$ cat src/rtl/dma_pkg.sv
package dma_pkg;
  localparam int LINE_BEATS = 4;
  localparam int BEAT_W     = $clog2(LINE_BEATS);
  localparam int RELOAD_PER = 4;
  localparam int GRP_W      = $clog2(RELOAD_PER);

  typedef enum logic [1:0] {
    UNIT_B8   = 2'd0,
    UNIT_B16  = 2'd1,
    UNIT_B32  = 2'd2,
    UNIT_LINE = 2'd3
  } unit_e;

  typedef enum logic [1:0] {
    AM_FIXED = 2'd0,
    AM_INC   = 2'd1,
    AM_DEC   = 2'd2,
    AM_HOLD  = 2'd3
  } amode_e;

  typedef enum logic [2:0] {
    ST_IDLE = 3'd0,
    ST_ARM  = 3'd1,
    ST_RD   = 3'd2,
    ST_WR   = 3'd3,
    ST_SGL  = 3'd4
  } st_e;
endpackage

$ cat src/rtl/dma_addr_side.sv
module dma_addr_side
  import dma_pkg::*;
#(
  parameter int AW = 32
) (
  input  logic                clk,
  input  logic                rst_n,
  input  logic                load,
  input  logic [AW-1:0]       load_addr,
  input  logic [1:0]          load_mode,
  input  unit_e               unit,
  input  logic                step,
  input  logic                rewind,
  input  logic [BEAT_W-1:0]   beat,
  output logic [AW-1:0]       addr
);
  logic [AW-1:0] base_q, base_d, start_q, stride;
  amode_e        mode_q;

  always_comb begin
    case (unit)
      UNIT_B8:  stride = AW'(1);
      UNIT_B16: stride = AW'(2);
      UNIT_B32: stride = AW'(4);
      default:  stride = AW'(4 * LINE_BEATS);
    endcase
  end

  always_comb begin
    base_d = base_q;
    if (load)                          base_d = load_addr;
    else if (rewind)                   base_d = start_q;
    else if (step && mode_q == AM_INC) base_d = base_q + stride;
    else if (step && mode_q == AM_DEC) base_d = base_q - stride;
  end

  always_ff @(posedge clk or negedge rst_n) begin
    if (!rst_n) base_q <= '0;
    else        base_q <= base_d;
  end

  always_ff @(posedge clk or negedge rst_n) begin
    if (!rst_n) begin
      start_q <= '0;
      mode_q  <= AM_FIXED;
    end else if (load) begin
      start_q <= load_addr;
      mode_q  <= amode_e'(load_mode);
    end
  end

  assign addr = (unit == UNIT_LINE) ? base_q + AW'({beat, 2'b00}) : base_q;


  rewind_start_chk: assert property (@(posedge clk) disable iff (!rst_n)
    (rewind && !load) |=> (base_q == start_q));


  inc_step_chk: assert property (@(posedge clk) disable iff (!rst_n)
    (step && !rewind && !load && mode_q == AM_INC) |=> (base_q == $past(base_q) + $past(stride)));
endmodule

$ cat src/rtl/dma_ctl.sv
module dma_ctl
  import dma_pkg::*;
#(
  parameter int CW = 24
) (
  input  logic              clk,
  input  logic              rst_n,
  input  logic              cfg_we,
  input  logic [CW-1:0]     cfg_cnt,
  input  logic [1:0]        cfg_size,
  input  logic              cfg_single,
  input  logic              cfg_dir,
  input  logic              cfg_ext_en,
  input  logic              cfg_reload,
  input  logic              ext_req,
  input  logic              done_clr,
  output logic              bus_req,
  output logic              bus_we,
  output logic              bus_ack,
  output logic              latch_en,
  output logic              xfer_end,
  output logic              src_rewind,
  output logic              active,
  output logic              done,
  output logic [BEAT_W-1:0] beat,
  output unit_e             unit
);
  localparam logic [BEAT_W-1:0] LAST_BEAT = BEAT_W'(LINE_BEATS - 1);
  localparam logic [GRP_W-1:0]  LAST_GRP  = GRP_W'(RELOAD_PER - 1);

  st_e               st_q, st_d;
  logic [BEAT_W-1:0] beat_q, beat_d;
  logic [GRP_W-1:0]  grp_q, grp_d;
  logic [CW-1:0]     cnt_q, cnt_d;
  logic              done_q, done_d;
  unit_e             unit_q;
  logic              single_q, dir_q, ext_q, rld_q;
  logic              last_beat;

  assign last_beat = (unit_q != UNIT_LINE) || (beat_q == LAST_BEAT);
  assign xfer_end  = (st_q == ST_WR && last_beat) || (st_q == ST_SGL);

  always_comb begin
    st_d   = st_q;
    beat_d = beat_q;
    grp_d  = grp_q;
    cnt_d  = cnt_q;
    done_d = done_q;
    case (st_q)
      ST_ARM: if (!ext_q || ext_req) st_d = single_q ? ST_SGL : ST_RD;
      ST_RD: begin
        if (last_beat) begin
          st_d   = ST_WR;
          beat_d = '0;
        end else begin
          beat_d = beat_q + 1'b1;
        end
      end
      ST_WR:   if (!last_beat) beat_d = beat_q + 1'b1;
      default: ;
    endcase
    if (done_clr) done_d = 1'b0;
    if (xfer_end) begin
      cnt_d  = cnt_q - 1'b1;
      beat_d = '0;
      grp_d  = grp_q + 1'b1;
      if (cnt_q == CW'(1)) begin
        st_d   = ST_IDLE;
        done_d = 1'b1;
      end else begin
        st_d = ST_ARM;
      end
    end
    if (cfg_we) begin
      st_d   = ST_ARM;
      cnt_d  = cfg_cnt;
      beat_d = '0;
      grp_d  = '0;
    end
  end

  always_ff @(posedge clk or negedge rst_n) begin
    if (!rst_n) begin
      st_q   <= ST_IDLE;
      beat_q <= '0;
      grp_q  <= '0;
      cnt_q  <= '0;
      done_q <= 1'b0;
    end else begin
      st_q   <= st_d;
      beat_q <= beat_d;
      grp_q  <= grp_d;
      cnt_q  <= cnt_d;
      done_q <= done_d;
    end
  end

  always_ff @(posedge clk or negedge rst_n) begin
    if (!rst_n) begin
      unit_q   <= UNIT_B8;
      single_q <= 1'b0;
      dir_q    <= 1'b0;
      ext_q    <= 1'b0;
      rld_q    <= 1'b0;
    end else if (cfg_we) begin
      unit_q   <= unit_e'(cfg_size);
      single_q <= cfg_single;
      dir_q    <= cfg_dir;
      ext_q    <= cfg_ext_en;
      rld_q    <= cfg_reload;
    end
  end

  assign bus_req    = (st_q == ST_RD) || (st_q == ST_WR) || (st_q == ST_SGL);
  assign bus_we     = (st_q == ST_WR) || (st_q == ST_SGL && dir_q);
  assign bus_ack    = (st_q == ST_SGL);
  assign latch_en   = (st_q == ST_RD);
  assign src_rewind = xfer_end && rld_q && (grp_q == LAST_GRP);
  assign active     = (st_q != ST_IDLE);
  assign done       = done_q;
  assign beat       = beat_q;
  assign unit       = unit_q;


  req_needs_active_chk: assert property (@(posedge clk) disable iff (!rst_n)
    bus_req |-> active);


  ack_in_access_chk: assert property (@(posedge clk) disable iff (!rst_n)
    bus_ack |-> (bus_req && single_q));


  wait_for_req_chk: assert property (@(posedge clk) disable iff (!rst_n)
    (st_q == ST_ARM && ext_q && !ext_req && !cfg_we) |=> !bus_req);


  done_sticky_chk: assert property (@(posedge clk) disable iff (!rst_n)
    (done && !done_clr) |=> done);


  count_step_chk: assert property (@(posedge clk) disable iff (!rst_n)
    (xfer_end && !cfg_we) |=> (cnt_q == $past(cnt_q) - 1'b1));
endmodule

$ cat src/rtl/dma_chan_engine.sv
module dma_chan_engine
  import dma_pkg::*;
#(
  parameter int AW = 32,
  parameter int DW = 32,
  parameter int CW = 24
) (
  input  logic          clk,
  input  logic          rst_n,
  input  logic          cfg_we,
  input  logic [AW-1:0] cfg_src,
  input  logic [AW-1:0] cfg_dst,
  input  logic [CW-1:0] cfg_cnt,
  input  logic [1:0]    cfg_size,
  input  logic [1:0]    cfg_src_mode,
  input  logic [1:0]    cfg_dst_mode,
  input  logic          cfg_single,
  input  logic          cfg_dir,
  input  logic          cfg_ext_en,
  input  logic          cfg_reload,
  input  logic          done_clr,
  input  logic          ext_req,
  input  logic [DW-1:0] bus_rdata,
  output logic          bus_req,
  output logic          bus_we,
  output logic [AW-1:0] bus_addr,
  output logic [1:0]    bus_size,
  output logic [DW-1:0] bus_wdata,
  output logic          bus_ack,
  output logic          active,
  output logic          done
);
  logic              latch_en, xfer_end, src_rewind;
  logic [BEAT_W-1:0] beat;
  unit_e             unit;
  logic [AW-1:0]     src_addr, dst_addr;
  logic [DW-1:0]     word_q [LINE_BEATS];
  logic [DW-1:0]     lane_mask;

  dma_ctl #(.CW(CW)) u_ctl (
    .clk(clk), .rst_n(rst_n), .cfg_we(cfg_we), .cfg_cnt(cfg_cnt),
    .cfg_size(cfg_size), .cfg_single(cfg_single), .cfg_dir(cfg_dir),
    .cfg_ext_en(cfg_ext_en), .cfg_reload(cfg_reload), .ext_req(ext_req),
    .done_clr(done_clr), .bus_req(bus_req), .bus_we(bus_we), .bus_ack(bus_ack),
    .latch_en(latch_en), .xfer_end(xfer_end), .src_rewind(src_rewind),
    .active(active), .done(done), .beat(beat), .unit(unit)
  );

  dma_addr_side #(.AW(AW)) u_src (
    .clk(clk), .rst_n(rst_n), .load(cfg_we), .load_addr(cfg_src),
    .load_mode(cfg_src_mode), .unit(unit), .step(xfer_end),
    .rewind(src_rewind), .beat(beat), .addr(src_addr)
  );

  dma_addr_side #(.AW(AW)) u_dst (
    .clk(clk), .rst_n(rst_n), .load(cfg_we), .load_addr(cfg_dst),
    .load_mode(cfg_dst_mode), .unit(unit), .step(xfer_end),
    .rewind(1'b0), .beat(beat), .addr(dst_addr)
  );

  for (genvar g = 0; g < LINE_BEATS; g++) begin : g_word
    always_ff @(posedge clk or negedge rst_n) begin
      if (!rst_n)                                  word_q[g] <= '0;
      else if (latch_en && beat == BEAT_W'(g))     word_q[g] <= bus_rdata;
    end
  end

  always_comb begin
    case (unit)
      UNIT_B8:  lane_mask = DW'(8'hFF);
      UNIT_B16: lane_mask = DW'(16'hFFFF);
      default:  lane_mask = '1;
    endcase
  end

  assign bus_addr  = (bus_we && !bus_ack) || (bus_ack && bus_we) ? dst_addr : src_addr;
  assign bus_size  = (unit == UNIT_LINE) ? 2'd2 : unit;
  assign bus_wdata = (bus_we && !bus_ack) ? (word_q[beat] & lane_mask) : '0;


  dual_write_after_read_chk: assert property (@(posedge clk) disable iff (!rst_n)
    (bus_req && bus_we && !bus_ack && unit != UNIT_LINE) |-> ($past(bus_req) && !$past(bus_we)));
endmodule

$ cat config.mk
export PLATFORM = sky130hd
export DESIGN_NAME = dma_chan_engine
export DESIGN_NICKNAME = d
export VERILOG_FILES = /design/src/rtl/dma_pkg.sv /design/src/rtl/dma_addr_side.sv /design/src/rtl/dma_ctl.sv /design/src/rtl/dma_chan_engine.sv
export SDC_FILE = /design/constraint.sdc
export NUM_CORES = 1
export LEC_CHECK = 0
export ABC_AREA = 1
export BUFFER_PORTS_ARGS = -buffer_cell sky130_fd_sc_hd__buf_2
export CAP_MARGIN = 10
export CORE_AREA = 8 8 178 180
export CTS_CLUSTER_SIZE = 40
export DETAILED_ROUTE_END_ITERATION = 10
export DIE_AREA = 0 0 186 188
export GPL_TIMING_DRIVEN = 0
export HOLD_SLACK_MARGIN = 0.1
export PLACE_DENSITY = 0.9
export SLEW_MARGIN = 5
export SYNTH_ARGS = -nofsm -noshare
export SYNTH_HDL_FRONTEND = slang
export SYNTH_SLANG_ARGS = --single-unit
$ cat constraint.sdc
create_clock -name clk -period 5.5 [get_ports clk]
set_input_delay 1.375 -clock clk [delete_from_list [all_inputs] [get_ports clk]]
set_output_delay 1.375 -clock clk [all_outputs]
set_load 0.02 [all_outputs]
# Yosys cells after proc, flatten, opt, wreduce, memory -nomap -nowiden
# Index checks and enable logic that the tools add are counted.
# classes
add_sub_neg	9
magnitude_cmp	1
n_eq_ne	20
mux	36
n_bitwise	2
n_reduce_logical	33
# op_table
cell	count
two-way mux 32 bit	13
adder 32 x 4 -> 32 bit	2
adder 32 x 5 -> 32 bit	2
binary-select mux 32 bit (select 2 bit)	1
case mux 32 bit (2 select lines)	1
subtractor 32 x 5 -> 32 bit	2
two-way mux 24 bit	2
AND 32 bit	1
== test 24 x 1 -> 1 bit, second input constant	1
subtractor 24 x 1 -> 24 bit, second input constant	1
two-way mux 3 bit	5
case mux 5 bit (3 select lines)	1
== test 2 bit, second input constant	7
logical AND 1 bit	14
two-way mux 2 bit	7
nonzero test 4 bit	3
== test 2 x 1 -> 1 bit, second input constant	4
inequality test 4 x 2 -> 1 bit, second input constant	2
logical OR 1 bit	7
== test 3 x 2 -> 1 bit, second input constant	2
case mux 3 bit (2 select lines)	1
nonzero test 3 bit	2
adder 2 x 1 -> 2 bit, second input constant	2
zero test 2 bit	2
other kinds (12)	16
# word_totals
ff_bits	266
input_bits	135
output_inout_bits	71
word_cells	120

# Depth between registers and ports, before layout
# logic_depth
ltp_word	9
ltp_mapped	28

# Cells and area by module
# From an unflattened synthesis, not the netlist that was laid out.
# unflattened
cells_unflattened	3160
area_unflattened_um2	21267.9
# by_module_without_submodules
module	instances	cells_each	area_per_inst_um2	seq_area_each_um2
dma_chan_engine	1	841	6628.9	3203.1
dma_addr_side (u_dst)	1	973	6093.3	1651.6
dma_addr_side (u_src)	1	972	6039.5	1651.6
dma_ctl	1	374	2506.2	950.9

# Worst setup path after synthesis
# No wires, ideal clock.
# synth_timing
path_type	reg2out
start	register u_ctl.beat_q[1], in the netlist u_ctl.beat[1]
end	output port bus_addr[26]
arrival_time_ps	3046
setup_slack_ps	1079
path_stages_with_launch	15
n_path_buf	2
path_cell_list	dfrtp_1 -> clkbuf_1 -> inv_1 -> buf_1 -> fa_1 -> nor2_2 -> nand2_1 -> nor2_2 -> inv_1 -> nor2_1 -> nand3_1 -> nor2_1 -> nand2_1 -> xor2_1 -> o21ai_0
# synth_via
elab_chain_len	3
# synth_rtl
element	line_no	text
start, declared	dma_ctl.sv:32	logic [BEAT_W-1:0] beat_q, beat_d;
start signal, assigned	dma_ctl.sv:91	beat_q <= beat_d;
adder 32 x 4 -> 32 bit	dma_addr_side.sv:52	assign addr = (unit == UNIT_LINE) ? base_q + AW'({beat, 2'b00}) : base_q;
two-way mux 32 bit	dma_addr_side.sv:52	
two-way mux 32 bit *	dma_chan_engine.sv:76	assign bus_addr = (bus_we && !bus_ack) || (bus_ack && bus_we) ? dst_addr : src_addr;
end, declared	dma_chan_engine.sv:26	output logic [AW-1:0] bus_addr,
# Every way passes the cells marked *; elsewhere a longest branch is shown, timed or not.

# Worst setup path in the final report
# layout_timing
start	register u_ctl.beat_q[1], in the netlist u_ctl.beat[1]
end	output port bus_addr[30]
# The elaborated chain is that of the path after synthesis.

==> Flow_metrics.wiki <==
{| class="wikitable"
! Metric !! Value
|-
| Run status || finished clean
|-
| Category of the most critical setup path || flop to primary output
|-
| Pwr Density || around 470 nW/um^2
|-
| Post-route clock skew || between 0.03 and 0.04 ns
|-
| Num CTS Buffers || 30
|-
| Synth-to-Final Area Change || 14.4%
|-
| Post-place instance area || between 20,000 and 25,000 um^2
|-
| Placed Instances || approximately 3,400
|-
| Cell repeated most along the worst path || sky130_fd_sc_hd__nand2_1
|-
| Post-DP HPWL || approximately 50,000 um
|-
| Vias per Instance || between 6 and 7
|-
| Sw Pwr || between 0.004 and 0.005 W
|-
| Hold-fix buffers, CTS || 0
|-
| Number of nets produced by synthesis || roughly 3,000
|-
| Cell Chain, Critical Path || buf_2, clkinvlp_4, fa_1, nor2_2, nand2_1, nor2_2, inv_1, nor2_1, nand3_1, nor2_1, nand3_1, nand2_1, nand2_1, o21ai_0, buf_2
|-
| Internal Power || ~0.0052 W
|-
| Buffers and inverters on the worst path || 4
|-
| Antenna violations before repair || 1
|-
| Worst Setup Start Kind || flop
|-
| Clk sink count || approximately 270
|-
| Number of max-cap violations || 0
|-
| CP endpoint || bus_addr[30]
|-
| Final worst setup slack || 0.222 ns
|-
| Count of cell types in the netlist || 58
|-
| Routed length per placed instance || approximately 19 um
|-
| Final global-route overflow total || 0
|-
| End of the worst register-to-register path || u_dst.base_q[16]$_DFFE_PN0P_
|-
| Count of buffers from port buffering || roughly 210
|-
| Count of filler cells inserted in the layout || between 2,000 and 2,500
|-
| # rows || 63
|-
| Post-route non-filler standard cell count || 3,422
|-
| Iteration-0 DRC count of the detailed router || between 2,000 and 3,000
|-
| Clock edge transition at the registers on the reported setup and hold paths || 0.06 ns
|-
| Largest net degree at the start of global routing || 107
|-
| Crit path max-delay family || simple AND/OR/NAND/NOR gates
|-
| Post-route DRC violation count || 0
|-
| Worst setup path startpoint || u_ctl.beat[1]$_DFFE_PN0P_
|-
| Post-synth top flop || sky130_fd_sc_hd__dfrtp_1
|-
| Largest vdd supply drop || 0.318 mV
|-
| Switching portion of total power || 0.479
|-
| Total routing usage reported by global routing || 0.372
|-
| Slew @ Worst Pin || roughly 0.98 ns
|-
| Relative contribution of sequential cells to total power || 0.299
|-
| Die W || 186 um
|-
| Warnings, synthesis || 0
|-
| Number of nets still failing antenna checks after routing || 0
|-
| Drt total wl || between 60,000 and 70,000 um
|-
| Required time of the critical path || 4.12 ns
|-
| Post-synth design cell area || ~18,000 um^2
|-
| Sequential element share of the synthesized area || 0.361
|-
| Accumulated negative setup slack || 0 ns
|-
| Vias in the first global route || slightly below 20,000
|-
| NumNets Final || 3,186
|-
| Max Fclk || between 150 and 200 MHz
|-
| Share of power burned in combinational logic || 0.492
|-
| Area occupied by registers || around 6700 um^2
|-
| Avg Synthesized Cell Area || roughly 6.7 um^2
|-
| Leading cell type by number of instances after synthesis || sky130_fd_sc_hd__nand2_1
|-
| Worst min-delay path class || flop to flop
|-
| Initial Utilization || 0.636
|-
| Clock share of power || 0.209
|-
| Cell count along the critical path || 15
|-
| Worst slew slack as a fraction of its limit || 0.346
|-
| Data arrival at the endpoint of the critical path || between 3 and 4 ns
|-
| Placer's final routability congestion estimate || about 1
|-
| Clock buffer depth || 3
|-
| Final antenna diode count || 0
|-
| Final max-slew violation count || 0
|-
| Wire length of the first global-routing pass || between 100,000 and 150,000 um
|-
| Final hold violations || 0
|-
| Leading post-synthesis cells by cell area || sky130_fd_sc_hd__dfrtp_1 (36%), sky130_fd_sc_hd__nand2_1 (15%), sky130_fd_sc_hd__o21ai_0 (9.2%)
|-
| Biggest fanout along the worst timing path || 7
|-
| Async set-or-reset flop fraction in the synthesized netlist || 1.00
|-
| Worst slack at placement || roughly 0.35 ns
|-
| Portion of synthesized cell area occupied by the leading cell type || 0.361
|-
| Gate count of the mapped netlist || approximately 2,800
|-
| Number of detailed-routing iterations run before antenna repair || 6
|-
| Cell type contributing the most total cell area after synthesis || sky130_fd_sc_hd__dfrtp_1
|-
| R2R Setup Slk || about 1.2 ns
|-
| Number of enable-type register cells in the synthesized netlist || 0
|-
| Worst setup EP type || primary output
|-
| Portion of the clock cycle consumed by the worst path in the final layout || 0.960
|-
| I/O pin cnt || 206
|-
| Slowest cell delay on critical path || a little under 0.5 ns
|-
| Post-synthesis register bit count || around 270
|-
| Setup violation total in the final timing report || 0
|-
| Slowest CP cell || sky130_fd_sc_hd__fa_1
|-
| Share of layout cells above drive strength 1 || 0.121
|-
| Core box area || around 29,000 um^2
|-
| TritonCTS clock tree || done
|-
| Die area || between 30,000 and 40,000 um^2
|-
| Library cell used as clock root buffer || sky130_fd_sc_hd__clkbuf_16
|-
| Most numerous cell types in the synthesized netlist || sky130_fd_sc_hd__nand2_1 (742), sky130_fd_sc_hd__o21ai_0 (338), sky130_fd_sc_hd__nor2_1 (318)
|-
| Leakage Power || approximately 11 nW
|-
| Area of combinational cells with multiple inputs || slightly above 10,000 um^2
|-
| Depth of the worst register-to-register path || 24
|-
| Routed vias || just over 20,000
|-
| Clock period minus worst slack || approximately 5.3 ns
|-
| Reg-to-Reg Start || u_ctl.beat[0]$_DFFE_PN0P_
|-
| Cell area after layout || about 21,000 um^2
|-
| Die extent in y || 188 um
|-
| Insertion delay of the later-clocked pin in the worst-skew pair || 0.60 ns
|-
| Maximum level of the CTS H-tree || 1
|}
## tightest hold or removal path, stage by stage, from the launching register on
cell,delay (ns)
sky130_fd_sc_hd__dfrtp_1,0.33
sky130_fd_sc_hd__nand2_1,0.06
sky130_fd_sc_hd__nand2_1,0.06
## worst min path at each step
stage                                        end  depth (start not counted)                          from  slack, ns
floorplan           u_src.start_q[6]$_DFFE_PN0P_                          2  u_src.start_q[6]$_DFFE_PN0P_       0.43
global placement    u_src.start_q[6]$_DFFE_PN0P_                          2  u_src.start_q[6]$_DFFE_PN0P_       0.44
detailed placement  u_src.start_q[9]$_DFFE_PN0P_                          2  u_src.start_q[9]$_DFFE_PN0P_       0.46
CTS                 u_src.start_q[1]$_DFFE_PN0P_                          2  u_src.start_q[1]$_DFFE_PN0P_       0.48
global route        u_src.start_q[8]$_DFFE_PN0P_                          2  u_src.start_q[8]$_DFFE_PN0P_       0.49
finish              u_src.start_q[8]$_DFFE_PN0P_                          2  u_src.start_q[8]$_DFFE_PN0P_       0.48
## kinds of logic after synthesis
logic type,after synthesis,share of synthesized area
buffers and inverters,438,0.0928
adder cells (fa/ha/maj),41,0.0294
flip-flops,266,0.361
multiplexers,3,0.00163
AND/OR/NAND/NOR,1377,0.315
XOR/XNOR,65,0.0317
AO/OA/AOI/OAI,579,0.168
## metrics by stage
stage               power (W)   util  hold WS, ns
floorplan             0.00620      -        0.432
global placement      0.00758  0.688        0.445
detailed placement    0.00772  0.691        0.463
CTS                   0.00985  0.726        0.481
global route           0.0107  0.728        0.495
finish                 0.0100  0.728        0.479
## power by group through the flow
stage | Clock [W] | Sequential [W] | Combinational (W)
after CTS | 0.00209 | 0.00296 | 0.00480
after detailed placement | 0 | 0.00298 | 0.00473
after floorplan | 0 | 0.00280 | 0.00340
after global placement | 0 | 0.00296 | 0.00462
final | 0.00210 | 0.00299 | 0.00493
after global routing | 0.00217 | 0.00302 | 0.00545
## sequential cells by signal, indices dropped and copies added (netlist names)
signal / count
u_ctl.unit: 2
u_dst.base_q: 32
u_ctl.done: 1
u_src.base_q: 32
u_ctl.grp_q: 2
word_q: 128
u_dst.mode_q: 2
u_ctl.cnt_q: 24
u_ctl.beat: 2
u_ctl.single_q: 1
u_src.mode_q: 2
u_src.start_q: 32
u_ctl.rld_q: 1
u_ctl.dir_q: 1
u_ctl.st_q: 3
u_ctl.ext_q: 1
## timing repair
| item | CTS | global route |
|---|---|---|
| setup buffers | 0 | 3 |
| endpoints found under the setup margin | 5 | 9 |
| gates resized for setup | 1 | 7 |
| pin swaps | 0 | 0 |
| gates cloned | 0 | 0 |
## layout make-up
| class | instances | area share |
|---|---|---|
| plain buffers | 108 | 0.0225 |
| clock buffers | 47 | 0.0428 |
| clock inverters | 7 | 0.00587 |
| inverters | 329 | 0.0587 |
| multi-input cells | 2065 | 0.479 |
| flip-flops and latches | 266 | 0.315 |
| well taps | 390 | 0.0231 |
| repair buffers | 210 | 0.0527 |
## layout by cell type (no fill, tap or decap), drive strengths merged, types with 5 or more instances in the layout
| cell type | Yosys | final |
|---|---|---|
| nand3 | 156 | 156 |
| ha | 37 | 37 |
| a21oi | 136 | 136 |
| o21ai | 359 | 359 |
| a31oi | 16 | 16 |
| clkinv | 4 | 5 |
| nor2 | 339 | 339 |
| dfrtp | 266 | 266 |
| o21bai | 13 | 13 |
| clkbuf | 83 | 129 |
| o22ai | 9 | 9 |
| nand4 | 33 | 33 |
| xor2 | 56 | 56 |
| o211ai | 24 | 24 |
| buf | 26 | 236 |
| nor4 | 14 | 14 |
| xnor2 | 9 | 9 |
| nand2 | 778 | 778 |
| o221ai | 8 | 8 |
| or2 | 9 | 9 |
| nor3 | 38 | 38 |
| inv | 325 | 325 |
## metal layers
metal | routed length (um) | share of wire | track usage | vias up
li1 | - | - | - | 9453
met1 | 25500 | 0.38 | 0.480 | 9516
met2 | 30300 | 0.46 | 0.587 | 1335
met3 | 7190 | 0.11 | 0.0749 | 238
met4 | 3460 | 0.052 | 0.180 | 2
met5 | 11 | 0.00017 | 0 | -
No activity file was read; power rests on OpenSTA's default activity.
